==> src/rtl/prefetch_queue.sv <==
module prefetch_queue #(
  parameter int DEPTH = 6,
  parameter int AW    = 16
) (
  input  logic          clk,
  input  logic          rst_n,
  output logic          fetch_req,
  output logic [AW-1:0] fetch_addr,
  input  logic          fetch_ack,
  input  logic [15:0]   fetch_data,
  input  logic          operand_pending,
  input  logic          pop,
  output logic [7:0]    out_byte,
  output logic          empty,
  output logic [$clog2(DEPTH+1)-1:0] count,
  input  logic          flush,
  input  logic [AW-1:0] flush_target
);
  localparam int CW = $clog2(DEPTH+1);

  logic [7:0]    slot [DEPTH];
  logic          inflight;
  logic [CW-1:0] base;
  logic [1:0]    n_in;
  logic          take, do_pop, start_ok;
  logic [7:0]    b0, b1;

  assign start_ok  = ~inflight & (int'(count) <= DEPTH - 2) & ~operand_pending & ~flush;
  assign fetch_req = rst_n & ((inflight & ~flush) | start_ok);
  assign take      = fetch_req & fetch_ack & ~flush;
  assign do_pop    = pop & (count != '0) & ~flush;
  assign n_in      = take ? (fetch_addr[0] ? 2'd1 : 2'd2) : 2'd0;
  assign b0        = fetch_addr[0] ? fetch_data[15:8] : fetch_data[7:0];
  assign b1        = fetch_data[15:8];
  assign base      = count - CW'(do_pop);
  assign empty     = (count == '0);
  assign out_byte  = slot[0];

  always_ff @(posedge clk or negedge rst_n) begin
    if (!rst_n) begin
      count      <= '0;
      fetch_addr <= '0;
      inflight   <= 1'b0;
      for (int i = 0; i < DEPTH; i++) slot[i] <= 8'h00;
    end else if (flush) begin
      count      <= '0;
      fetch_addr <= flush_target;
      inflight   <= 1'b0;
    end else begin
      count    <= base + CW'(n_in);
      inflight <= fetch_req & ~fetch_ack;
      if (take) fetch_addr <= fetch_addr + AW'(n_in);
      for (int i = 0; i < DEPTH; i++) begin
        if (do_pop && i + 1 < DEPTH) slot[i] <= slot[i+1];
        if (take && i == int'(base)) slot[i] <= b0;
        if (take && n_in == 2'd2 && i == int'(base) + 1) slot[i] <= b1;
      end
    end
  end

  AST_COUNT_MAX: assert property (@(posedge clk) disable iff (!rst_n)
    int'(count) <= DEPTH);

  AST_REQ_ROOM: assert property (@(posedge clk) disable iff (!rst_n)
    $rose(fetch_req) |-> (int'(count) <= DEPTH - 2) && !operand_pending && !flush);

  AST_REQ_HOLD: assert property (@(posedge clk) disable iff (!rst_n)
    (fetch_req && !fetch_ack && !flush) |=> flush || (fetch_req && $stable(fetch_addr)));

  AST_FLUSH_EMPTY: assert property (@(posedge clk) disable iff (!rst_n)
    flush |=> (count == '0) && (fetch_addr == $past(flush_target)));

  AST_ADDR_STEP: assert property (@(posedge clk) disable iff (!rst_n)
    (fetch_req && fetch_ack && !flush) |=>
      fetch_addr == $past(fetch_addr) + ($past(fetch_addr[0]) ? AW'(1) : AW'(2)));
endmodule

==> config.mk <==
export PLATFORM = sky130hd
export DESIGN_NAME = prefetch_queue
export DESIGN_NICKNAME = d
export VERILOG_FILES = /design/src/rtl/prefetch_queue.sv
export SDC_FILE = /design/constraint.sdc
export NUM_CORES = 1
export LEC_CHECK = 0
export BUFFER_PORTS_ARGS = -buffer_cell sky130_fd_sc_hd__buf_4
export CAP_MARGIN = 20
export CORE_MARGIN = 4
export CORE_UTILIZATION = 51
export CTS_CLUSTER_DIAMETER = 30
export DETAILED_ROUTE_END_ITERATION = 6
export GPL_TIMING_DRIVEN = 0
export PLACE_DENSITY = 0.81
export SLEW_MARGIN = 20
export SYNTH_ARGS = -nofsm -noshare
export SYNTH_HDL_FRONTEND = slang
export SYNTH_SLANG_ARGS = --single-unit
==> constraint.sdc <==
create_clock -name clk -period 3.3 [get_ports clk]
set_input_delay 0.66 -clock clk [delete_from_list [all_inputs] [get_ports clk]]
set_output_delay 0.66 -clock clk [all_outputs]
set_load 0.01 [all_outputs]
Yosys cells after proc, flatten, opt, wreduce, memory -nomap -nowiden. Index checks and enable logic that the tools add are counted.

Output and inout port bits: 29. Input port bits: 38. Register bits after elaboration: 68. Logic and storage cells: 94.

$lt $le $gt $ge: 1. Bitwise operators: 15. $add $sub $neg: 4. Mux-type cells: 24. Eq/ne operators: 11. Reduce and logical (&&, ||, !) cells: 30.

Operator list (number): 8-bit two-way mux (18); 3-bit by 32-bit == test with 1-bit output, first input constant (2); 2-bit by 32-bit == test with 1-bit output, first input constant (1); 4-bit by 32-bit == test with 1-bit output, first input constant (1); 32-bit zero test (1); 16-bit two-way mux (2); 3-bit nonzero test (6); 16-bit by 2-bit adder with 16-bit output (1); 1-bit logical AND (13); 3-bit == test, first input constant (4); 2-bit AND reduction (6); 1-bit bitwise AND (10); 3-bit zero test (2); 3-bit by 1-bit adder with 4-bit output, second input constant (1); 3-bit by 4-bit == test with 1-bit output, first input constant (1); 2-bit two-way mux (2); 1-bit NOT (4); 2-bit nonzero test (2); 3-bit by 2-bit adder with 3-bit output (1); 2-bit by 3-bit == test with 1-bit output, first input constant (1); 3-bit less-or-equal comparator, second input constant (1); 3-bit two-way mux (1); 3-bit by 1-bit subtractor with 3-bit output (1); 2-bit == test, second input constant (1); 2 further kinds (2).

Logic depth before layout (Yosys ltp). Gate-level depths: netlist (run 1).

Depth after elaboration: 14. Depth in mapped cells: 15. Gate-level depth less buffers: 12.

Worst setup path before layout (run 1). Ideal clock, no wire load.

Kind: input -> register. Start: input flush. End: register slot[5] (netlist name). Required time: 3223 ps. Buffers on the path: 3. Data arrival time: 3585 ps. Slack: -362 ps. Stages on the path: 14. Library setup time: 77 ps. Path through: buf_6 > nor3b_2 > buf_2 > ha_1 > ha_1 > xor2_2 > inv_1 > ha_1 > o21ai_0 > o21ai_0 > nor3_1 > buf_2 > nor2_1 > a21oi_1.

Longest elaborated chain between the ends: 12. Elaborated cells on any way between the ends: 20. Those cells by class: add/sub: 2; eq/ne: 3; mux: 2; bitwise: 8; reduce/logical: 5.

Ends and longest elaborated chain: start: declaration (RTL line 16) `input logic flush,`; 1-bit NOT (no line) *; parallel branches: the longest is 11 deep, another holds 3-bit by 1-bit adder with 4-bit output; end signal: indexed assignment (RTL line 54) `if (do_pop && i + 1 < DEPTH) slot[i] <= slot[i+1];`; end: declaration (RTL line 21) `logic [7:0] slot [DEPTH];`.

Mark *: on every way between the ends. A chain may end at the register's enable or synchronous reset.

Worst setup path after layout (run 1).
Start: register count[0]. End: register slot[39] (netlist name).

Longest elaborated chain between the ends: 14. Elaborated cells on any way between the ends: 24. Those cells by class: add/sub: 2; order compare: 1; eq/ne: 3; mux: 3; bitwise: 9; reduce/logical: 6.

Ends and longest elaborated chain: start: declaration (RTL line 15) `output logic [$clog2(DEPTH+1)-1:0] count,`; start signal: assignment (RTL line 50) `count <= base + CW'(n_in);`; parallel branches: the longest is 14 deep, another holds 3-bit by 1-bit adder with 4-bit output.

Several ways; the timed one is not identified.

==> results.md, run 1 <==
* Status: finished clean
* Chip Height at 97.6 µm
* Die area at 9520 µm²
* IR Drop Worst-Case VDD at 239 µV
* DR pass1 iterations at 4
* Fin. Hold Viols at 0
* Top-level port count at 67
* Routability cong. at 0.933
* Pre-CTS setup slack at -0.967 ns
* Layout cells sized above 1 at 0.304
* Synth top area cells: dfrtp_1 42%, mux2i_1 10%, o2bb2ai_1 5.1%
* Drt drc at 0
* Nets at 521
* Post-route setup TNS at 0 ns
* Synth async-reset ratio at 1.00
* Sequential element share of the synthesized area at 0.416
* # H-tree levels at 3
* Pwr dens at 606 nW/µm²
* Worst setup margin at 0.137 ns
* Clock latency on the worst-skew pair at 0.35 ns
* Critical path peak fanout at 10
* Hold WC Path Type: input pin to async pin
* Final worst path period share at 0.958
* Gate Count Post-Synth at 390
* DRT antenna net count at 0
* Site row count at 32
* WP data arrival at 3.40 ns
* DRT iter0 DRCs at 271
* Ys flop type: dfrtp_1
* Initial antenna violation count at 0
* Leak at 2.24 nW
* First-pass GRT wire length at 18200 µm
* Synth Area per Inst at 10.5 µm²
* #FFs+latches synth at 68
* Reg2reg setup slack at 0.14 ns
* Setup Skew at 0.0101 ns
* Pin count of the biggest net entering global routing at 70
* Core ar. at 7770 µm²
* Placed instance area at 4740 µm²
* Root Buffer: clkbuf_8
* Worst Tran Pin Value at 1.02 ns
* Area grow syn2layout at 24.6%
* Top cell type's share of synthesized area at 0.416
* IO buf count at 65
* Mapped Area at 4090 µm²
* Clock sinks at 68
* Post-synth EDFFs at 0
* Largest area contributor in the netlist: dfrtp_1
* Synthesis Warnings at 0
* Min Clock Period, post-route at 3.16 ns
* Detailed-placement wirelength estimate at 7760 µm
* WL per Instance at 19.4 µm
* Crit Path Category: register to register
* Worst relative slew slack at 0.315
* Req. time, crit path at 3.54 ns
* CP endpoint kind: register
* Clk slew on worst S/H paths at 0.07 ns
* Clock buffer depth at 2
* Post-route cell area at 5090 µm²
* Tot GR Track Use at 0.232
* Synth cell types at 55
* Peak Freq at 316 MHz
* Vias after detailed routing at 3619
* Die width at 97.6 µm
* Setup crit start kind: register
* Vias/cell at 6.21
* Diode count at 0
* # hold bufs at CTS at 0
* Total wire length at 11300 µm
* CTS tree: yes
* Final Slew Violations at 0
* Initial Util at 0.527
* Number of global-route vias before repair at 3712
* Maxcap violations at 0
* Clock buffer count from CTS at 9
* Endpoints failing setup at 0
* Gr ovfl total at 0
* Syn_nets at 435
## report_power, final
group	switching [mW]	internal, mW	leakage, nW
clock network	0.329	0.346	0.0931
registers	0.186	1.12	0.860
logic	0.488	0.619	1.28
total	1.00	2.08	2.24
## worst max-delay path: stages (launching register included)
cell      delay, ns
dfrtp_1        0.42
nor3_2         0.08
nor3b_4        0.23
buf_6          0.22
ha_1           0.18
ha_2           0.22
xor2_4         0.18
inv_2          0.11
ha_1           0.35
nand2_1        0.25
or2_2          0.18
buf_1          0.36
o2bb2a_1       0.27
## final timing paths
kind / endpoint / depth (start not counted) / start
min in group clk: fetch_addr[5] / 3 / flush_target[5]
worst max-delay path: slot[39] / 12 / count[0]
worst min-delay path: out_byte[4] / 1 / rst_n
max in group asynchronous: slot[1] / 1 / rst_n
worst min register to register: slot[2] / 2 / slot[2]
worst max register to register: slot[39] / 12 / count[0]
## kinds of logic after synthesis
family	share of synthesized area
adders and majority gates	0.0251
buffers and inverters	0.0517
muxes	0.122
xor gates and xnor gates	0.00612
and+or+nand+nor	0.116
AOI/OAI and AO/OA	0.263
DFF	0.416
## metal layers
metal,part of all wire,up-vias,track usage,wire length (µm)
li1,-,1677,-,-
met1,0.42,1804,0.289,4770
met3,0.056,18,0.0488,633
met5,0,-,0,0
met2,0.51,120,0.396,5720
met4,0.016,0,0.0852,180
## cells in the mapped netlist, types with 9 or more instances
| library cell | n |
|---|---|
| nor2_1 | 19 |
| nand2_1 | 26 |
| buf_2 | 10 |
| nand3_1 | 10 |
| a21oi_1 | 11 |
| o21ai_0 | 9 |
| clkbuf_1 | 9 |
| inv_1 | 11 |
| mux2i_1 | 41 |
| dfrtp_1 | 68 |
| o2bb2ai_1 | 24 |
| a2bb2oi_1 | 23 |
| a22o_1 | 16 |
## cells in the final DEF (no fill, tap or decap), drive strengths merged, types with 6 or more instances in the layout
cell / Yosys / routed
a21oi: 12 / 12
a22o: 16 / 16
a2bb2oi: 23 / 23
buf: 22 / 96
clkbuf: 9 / 21
dfrtp: 68 / 68
inv: 11 / 11
mux2: 8 / 8
mux2i: 41 / 41
nand2: 26 / 26
nand3: 10 / 10
nor2: 20 / 20
nor3: 12 / 12
o211ai: 6 / 6
o21ai: 9 / 9
o22a: 8 / 8
o22ai: 8 / 8
o2bb2ai: 24 / 24
o311ai: 7 / 7
## flip-flops by register name (all words and copies together), names as in the netlist
name / cells
out_byte: 8
slot: 40
fetch_addr: 16
count: 3
inflight: 1
## metrics by stage
stage,util,power (mW),cells,hold WS [ns]
after floorplan,-,2.03,390,0.364
after global placement,0.611,2.33,557,0.508
after detailed placement,0.611,2.38,557,0.521
after CTS,0.642,3.07,575,0.197
after global routing,0.656,3.27,583,0.142
final,0.656,3.09,583,0.131
## final cells by class
cell class	instances	area, µm²
fill	622	2670
multi-input combinational	279	2250
sequential	68	1700
timing repair buffer	75	601
buffer	31	181
clock buffer	11	131
tap	102	128
clock inverter	5	52.6
inverter	12	45.0
## timing repair
action / in CTS / in global routing
pin swaps: 3 / 6
gates resized for setup: 11 / 11
buffers inserted: 2 / 7
cloned: 0 / 1
endpoints found under the setup margin: 60 / 57
(Power assumes the default switching activity.)
==> inputs of run 2 (changes only) <==
CORE_UTILIZATION = 57   (was 51)
PLACE_DENSITY = 0.85   (was 0.81)
clock period = 3 ns   (was 3.3 ns; I/O delays follow)
==> run 2 against run 1 <==
Sequential power increased by 10%. Critical path depth fell by 1. Sequential share of layout area down 0.61 points. Clock skew is essentially flat. Clock-buffer cell count fell by 1. Sequential cell count stayed put. Register-to-register slack better by 0.02 ns. Final cell count shrank 1.7%. Core utilization grew 10 points. Largest power group unchanged.
==> results.md, run 2 (same netlist as run 1, synthesis figures left out) <==
* Status: finished clean
* Clk slew on worst S/H paths at 0.07 ns (about the same)
* Routability cong. at 0.879 (-5.9%)
* DR pass1 iterations at 5 (+1)
* Total wire length at 11500 µm (+1.6%)
* Max FFs per register at 40 (unchanged)
* Top-level port count at 67 (unchanged)
* Clock latency on the worst-skew pair at 0.35 ns (about the same)
* # H-tree levels at 3 (unchanged)
* First-pass GRT wire length at 18300 µm (+0.46%)
* Post-route cell area at 5190 µm² (+1.9%)
* Power Internal at 2.33 mW (+12%)
* Tot GR Track Use at 0.269 (+0.0366)
* Most flops, register: slot
* Vias/cell at 6.45 (+3.8%)
* Site row count at 30 (-6.3%)
* Cells along the critical path: nand2b_2 > o2111ai_4 > buf_8 > nor2_4 > ha_1 > a21o_1 > nand2_1 > or4_1 > buf_2 > or3_1 > nand3_1
* CTS tree: yes
* Gr ovfl total at 0 (unchanged)
* Most frequent cells in the layout: 85 x buf_4, 65 x dfrtp_1, 41 x mux2i_1, 25 x nand2_1
* Req. time, crit path at 3.29 ns (-0.25 ns)
* Setup Skew at 0.0105 ns (+0.000463 ns)
* Root Buffer: clkbuf_8
* Min Clock Period, post-route at 2.84 ns (-0.321 ns)
* Critical path peak fanout at 10 (unchanged)
* WP data arrival at 3.13 ns (-0.27 ns)
* CP endpoint kind: register
* Net Sw Power at 1.11 mW (+11%)
* Comb pwr share at 0.370 (+0.011)
* Peak Freq at 352 MHz (+11%)
* DRT iter0 DRCs at 215 (-21%)
* Detailed-placement wirelength estimate at 7890 µm (+1.7%)
* Power Total at 3.44 mW (+11%)
* Pin count of the biggest net entering global routing at 36 (-49%)
* Worst Tran Pin Value at 0.852 ns (-0.168 ns)
* Clock buffer count from CTS at 9 (unchanged)
* Crit Path Category: register to register
* IO buf count at 65 (unchanged)
* # hold bufs at CTS at 0 (unchanged)
* Initial Util at 0.595 (+0.0689)
* Endpoints failing setup at 0 (unchanged)
* Clock buffer depth at 2 (unchanged)
* Flop pwr share at 0.417 (-0.006)
* Nets at 520 (-0.19%)
* Commonest non-fill, non-tap cell in the layout: buf_4
* Vias after detailed routing at 3693 (+2.0%)
* Setup crit start kind: register
* Clock sinks at 68 (unchanged)
* Hold WC Path Type: input pin to async pin
* DRT antenna net count at 0 (unchanged)
* WL per Instance at 20.0 µm (+3.4%)
* Cell with the largest stage delay on the worst path: or4_1
* Number of global-route vias before repair at 3607 (-2.8%)
* Pwr dens at 663 nW/µm² (+9.4%)
* Chip Height at 92.7 µm (-5.0%)
* Worst relative slew slack at 0.432 (+0.117)
* Core ar. at 6870 µm² (-12%)
* Diode count at 0 (unchanged)
* Maxcap violations at 0 (unchanged)
* Final worst path period share at 0.947 (-0.0110)
* IR Drop Worst-Case VDD at 304 µV (+28%)
* Leak at 2.26 nW (+1.1%)
* Clock power share at 0.214 (-0.005)
* Layout cells sized above 1 at 0.321 (+0.0172)
* Die width at 92.7 µm (-5.0%)
* Area grow syn2layout at 27.0%
* Post-layout util at 0.756 (+0.100)
* Final Slew Violations at 0 (unchanged)
* Crit-path max cell delay at 0.51 ns (+0.09 ns)
* Drt drc at 0 (unchanged)
* Fin. Hold Viols at 0 (unchanged)
* Fill count at 476 (-23%)
* Initial antenna violation count at 0 (unchanged)
* Die area at 8600 µm² (-9.7%)
* Sequential cell area at 1710 µm² (about the same)
* Switching Share at 0.323 (-0.00171)
* Placed instance area at 4810 µm² (+1.4%)
* Footprint of the multi-input gates at 2330 µm² (+3.5%)
* Post-route setup TNS at 0 ns (unchanged)
[run 2: changes by cell type in the layout (fill, tap and decap cells not counted), sizes merged]
cell and delta:
clkbuf -4, bufbuf +1, clkinvlp -1, buf +1, clkinv -1
[run 2: worst max-delay path, delay by kind of cell (launching register included)]
family,cells,cell delay [ns]
fa+ha+maj,1,0.31
buf+inv,2,0.37
compound gates,2,0.37
simple gates,6,1.34
flops,1,0.39
[run 2: per-stage QoR]
| step | cells | setup WS, ns | hold WS, ns |
|---|---|---|---|
| 6_report | 573 | 0.158 | 0.0798 |
| 5_1_grt | 573 | -0.000488 | 0.0998 |
| 4_1_cts | 569 | -0.0332 | 0.0943 |
| 2_1_floorplan | 390 | -0.0689 | 0.304 |
| 3_3_place_gp | 551 | -1.08 | 0.506 |
| 3_5_place_dp | 551 | -1.20 | 0.518 |
[run 2: what timing repair did]
action | 4_1_cts | 5_1_grt
gates cloned | 1 | 0
setup buffers | 4 | 7
pin swaps | 4 | 5
resized for setup | 17 | 12
setup endpoints to repair | 62 | 53
hold endpoints to repair | 0 | 0
[run 2: worst paths after layout]
path,from,end,slack (ns),cells after the start
min reg2reg,slot[4],slot[4],0.53,2
max reg2reg,inflight,fetch_addr[15],0.16,11
max in group asynchronous,rst_n,slot[28],2.61,1
min in group clk,flush_target[1],fetch_addr[1],0.46,3
max,inflight,fetch_addr[15],0.16,11
min,rst_n,slot[14],0.08,1
[run 2: area by class of cell]
class	instances	share of cell area
Multi-Input combinational cell	279	0.449
Timing Repair Buffer	77	0.120
Tap cell	96	0.0231
Sequential cell	68	0.328
Buffer	28	0.0364
Clock inverter	3	0.00771
Inverter	12	0.00915
Clock buffer	10	0.0265
[run 2: power by group through the flow]
stage	combinational (mW)	sequential (mW)	clock, mW
final	1.27	1.43	0.736
after global routing	1.38	1.46	0.771
after CTS	1.25	1.43	0.733
after detailed placement	1.21	1.44	0
after global placement	1.16	1.43	0
after floorplan	0.864	1.39	0
[run 2: routing by layer]
layer | part of all wire | GRT usage
met5 | 0 | 0
met4 | 0.018 | 0.0904
met3 | 0.058 | 0.0357
met2 | 0.51 | 0.454
met1 | 0.41 | 0.357
==> inputs of run 3 (changes only) <==
CELL_PAD_IN_SITES_DETAIL_PLACEMENT = 0   (was not set)
CELL_PAD_IN_SITES_GLOBAL_PLACEMENT = 1   (was not set)
CORE_UTILIZATION = 44   (was 57)
==> run 3 against run 2 <==
Sequential share of layout area is 0.25 points lower. Non-clock buffer count stayed put. Global-route usage is 5.8 points lower. Maximum frequency is 1.5% lower. Sequential cell count stayed put. Final cell count is 2.6% higher. Critical path depth is 4 higher. Via count is 3.7% lower. Die area is 27% higher. Combinational power hardly changed.
==> results.md, run 3 (same netlist as run 1, synthesis figures left out) <==
* Status: finished clean
* Reg2reg end: slot[18]
* Fin. Hold Viols at 0 (unchanged)
* WL per Instance at 19.2 µm (-4.3%)
* GR met2 Demand/Resource at 0.355 (-0.0991)
* Most frequent cells in the layout: 82 x buf_4, 65 x dfrtp_1, 41 x mux2i_1, 24 x nand2_1
* CTS tree: yes
* Met3 Use GR at 0.0422 (+0.00647)
* Commonest non-fill, non-tap cell in the layout: buf_4
* Clk slew on worst S/H paths at 0.08 ns (about the same)
* Post-route cell area at 5230 µm² (+0.77%)
* Chip Height at 104 µm (+13%)
* Reg2reg setup slack at 0.12 ns (-0.04 ns)
* # H-tree levels at 3 (unchanged)
* Peak Freq at 347 MHz (-1.5%)
* Routability cong. at 0.836 (-4.8%)
* DRT antenna net count at 0 (unchanged)
* Tot GR Track Use at 0.211 (-0.0581)
* Initial antenna violation count at 0 (unchanged)
* Grt met1 use at 0.278 (-0.0793)
* Die area at 10900 µm² (+27%)
* Maxcap violations at 0 (unchanged)
* Diode count at 0 (unchanged)
* Clock latency on the worst-skew pair at 0.34 ns (about the same)
* First-pass GRT wire length at 18700 µm (+2.6%)
* Die width at 104 µm (+13%)
* Vias/cell at 6.05 (-6.1%)
* Nets at 520 (unchanged)
* Min Clock Period, post-route at 2.88 ns (+0.0422 ns)
* Initial Util at 0.460 (-0.135)
* Setup crit start kind: register
* RSZ-0062 raised after global routing: true
* Critical path peak fanout at 10 (unchanged)
* Total wire length at 11300 µm (-1.8%)
* Final worst path period share at 0.961 (+0.0141)
* Hold WC Path Type: input pin to async pin
* Core ar. at 8890 µm² (+29%)
* Clock sinks at 68 (unchanged)
* Max FFs per register at 40 (unchanged)
* Top-level port count at 67 (unchanged)
* Crit Path Category: register to register
* Worst setup path endpoint: slot[18]
* IO buf count at 65 (unchanged)
* Placed instance count at 563 (+2.2%)
* DRT iter0 DRCs at 145 (-33%)
* Fill count at 787 (+65%)
* Pin count of the biggest net entering global routing at 36 (unchanged)
* Number of global-route vias before repair at 3670 (+1.7%)
* Most flops, register: slot
* Layout cells sized above 1 at 0.323 (+0.00216)
* Clock buffer count from CTS at 9 (unchanged)
* Placed instance area at 4830 µm² (+0.31%)
* Leak at 2.26 nW (about the same)
* Final Slew Violations at 0 (unchanged)
* R2R Path Start: count[1]
* IR Drop Worst-Case VDD at 273 µV (-10%)
* Setup crit start: count[1]
* Drt drc at 0 (unchanged)
* Non-filler instance count after layout at 588 (+2.6%)
* Endpoints failing setup at 0 (unchanged)
* Setup Skew at 0.00679 ns (-0.00375 ns)
* Reg2Reg Depth at 15 (+4)
* Vias after detailed routing at 3557 (-3.7%)
* Detailed-placement wirelength estimate at 8120 µm (+2.9%)
* Worst relative slew slack at 0.431 (-0.000948)
* Power Total at 3.45 mW (+0.17%)
* Clock buffer depth at 2 (unchanged)
* DR pass1 iterations at 4 (-1)
* Worst Tran Pin Value at 0.854 ns (+0.00142 ns)
* Gr ovfl total at 0 (unchanged)
* WP data arrival at 3.12 ns (about the same)
* GR peak layer: met2
* Area grow syn2layout at 28.0%
* Site row count at 34 (+13%)
* CP endpoint kind: register
* Pwr dens at 659 nW/µm² (-0.59%)
* Req. time, crit path at 3.24 ns (-0.05 ns)
* Root Buffer: clkbuf_8
==> run 3: cell type report <==
cell class	instances	area [µm²]	area share
Multi-Input combinational cell	279	2330	0.445
Clock inverter	6	63.8	0.0122
Buffer	31	215	0.0411
Sequential cell	68	1710	0.326
Clock buffer	10	138	0.0263
Timing Repair Buffer	74	601	0.115
Tap cell	108	135	0.0258
Inverter	12	47.5	0.00908
==> run 3: report_power, final <==
part           total (mW)  leakage, nW  switching [mW]  internal [mW]
combinational        1.24         1.30           0.538          0.702
clock               0.776       0.0983           0.371          0.405
sequential           1.43        0.859           0.201           1.23
==> run 3: worst min path at each step <==
stage,from,endpoint,slack [ns],depth (start not counted)
3_3_place_gp,slot[0],slot[0],0.51,2
6_report,rst_n,slot[33],0.09,1
5_1_grt,rst_n,out_byte[7],0.08,1
3_5_place_dp,slot[7],slot[7],0.52,2
4_1_cts,rst_n,slot[2],0.08,1
2_1_floorplan,rst_n,count[0],0.30,0
==> run 3: repair_timing <==
item | CTS | global route
buffers inserted | 6 | 2
resized for setup | 18 | 11
setup endpoints to repair | 63 | 46
cloned | 1 | 0
hold buffers | 0 | 0
pin swaps | 6 | 0
==> run 3: stage by stage <==
stage	util	hold slack (ns)	setup WS, ns	setup TNS (ns)
global route	0.589	0.0822	-0.00635	-0.00635
floorplan	-	0.304	-0.0689	-1.03
global placement	0.543	0.507	-1.22	-33.20
finish	0.589	0.0930	0.116	0
detailed placement	0.543	0.521	-1.25	-34.57
CTS	0.583	0.0843	0.00241	0
==> run 3: worst max-delay path, stage by stage (launching register included) <==
cell	delay [ns]
dfrtp_2	0.45
nor3_4	0.07
nor3b_4	0.24
buf_12	0.20
ha_4	0.16
ha_4	0.15
xor2_4	0.20
inv_4	0.09
ha_4	0.15
and2_1	0.14
o2111a_1	0.15
buf_6	0.15
and2_0	0.15
buf_4	0.16
o2bb2ai_2	0.12
a22o_1	0.20
==> run 3: per-layer routing <==
layer | part of all wire | vias up
met3 | 0.041 | 14
li1 | - | 1674
met1 | 0.45 | 1782
met5 | 0 | -
met2 | 0.50 | 87
met4 | 0.014 | 0
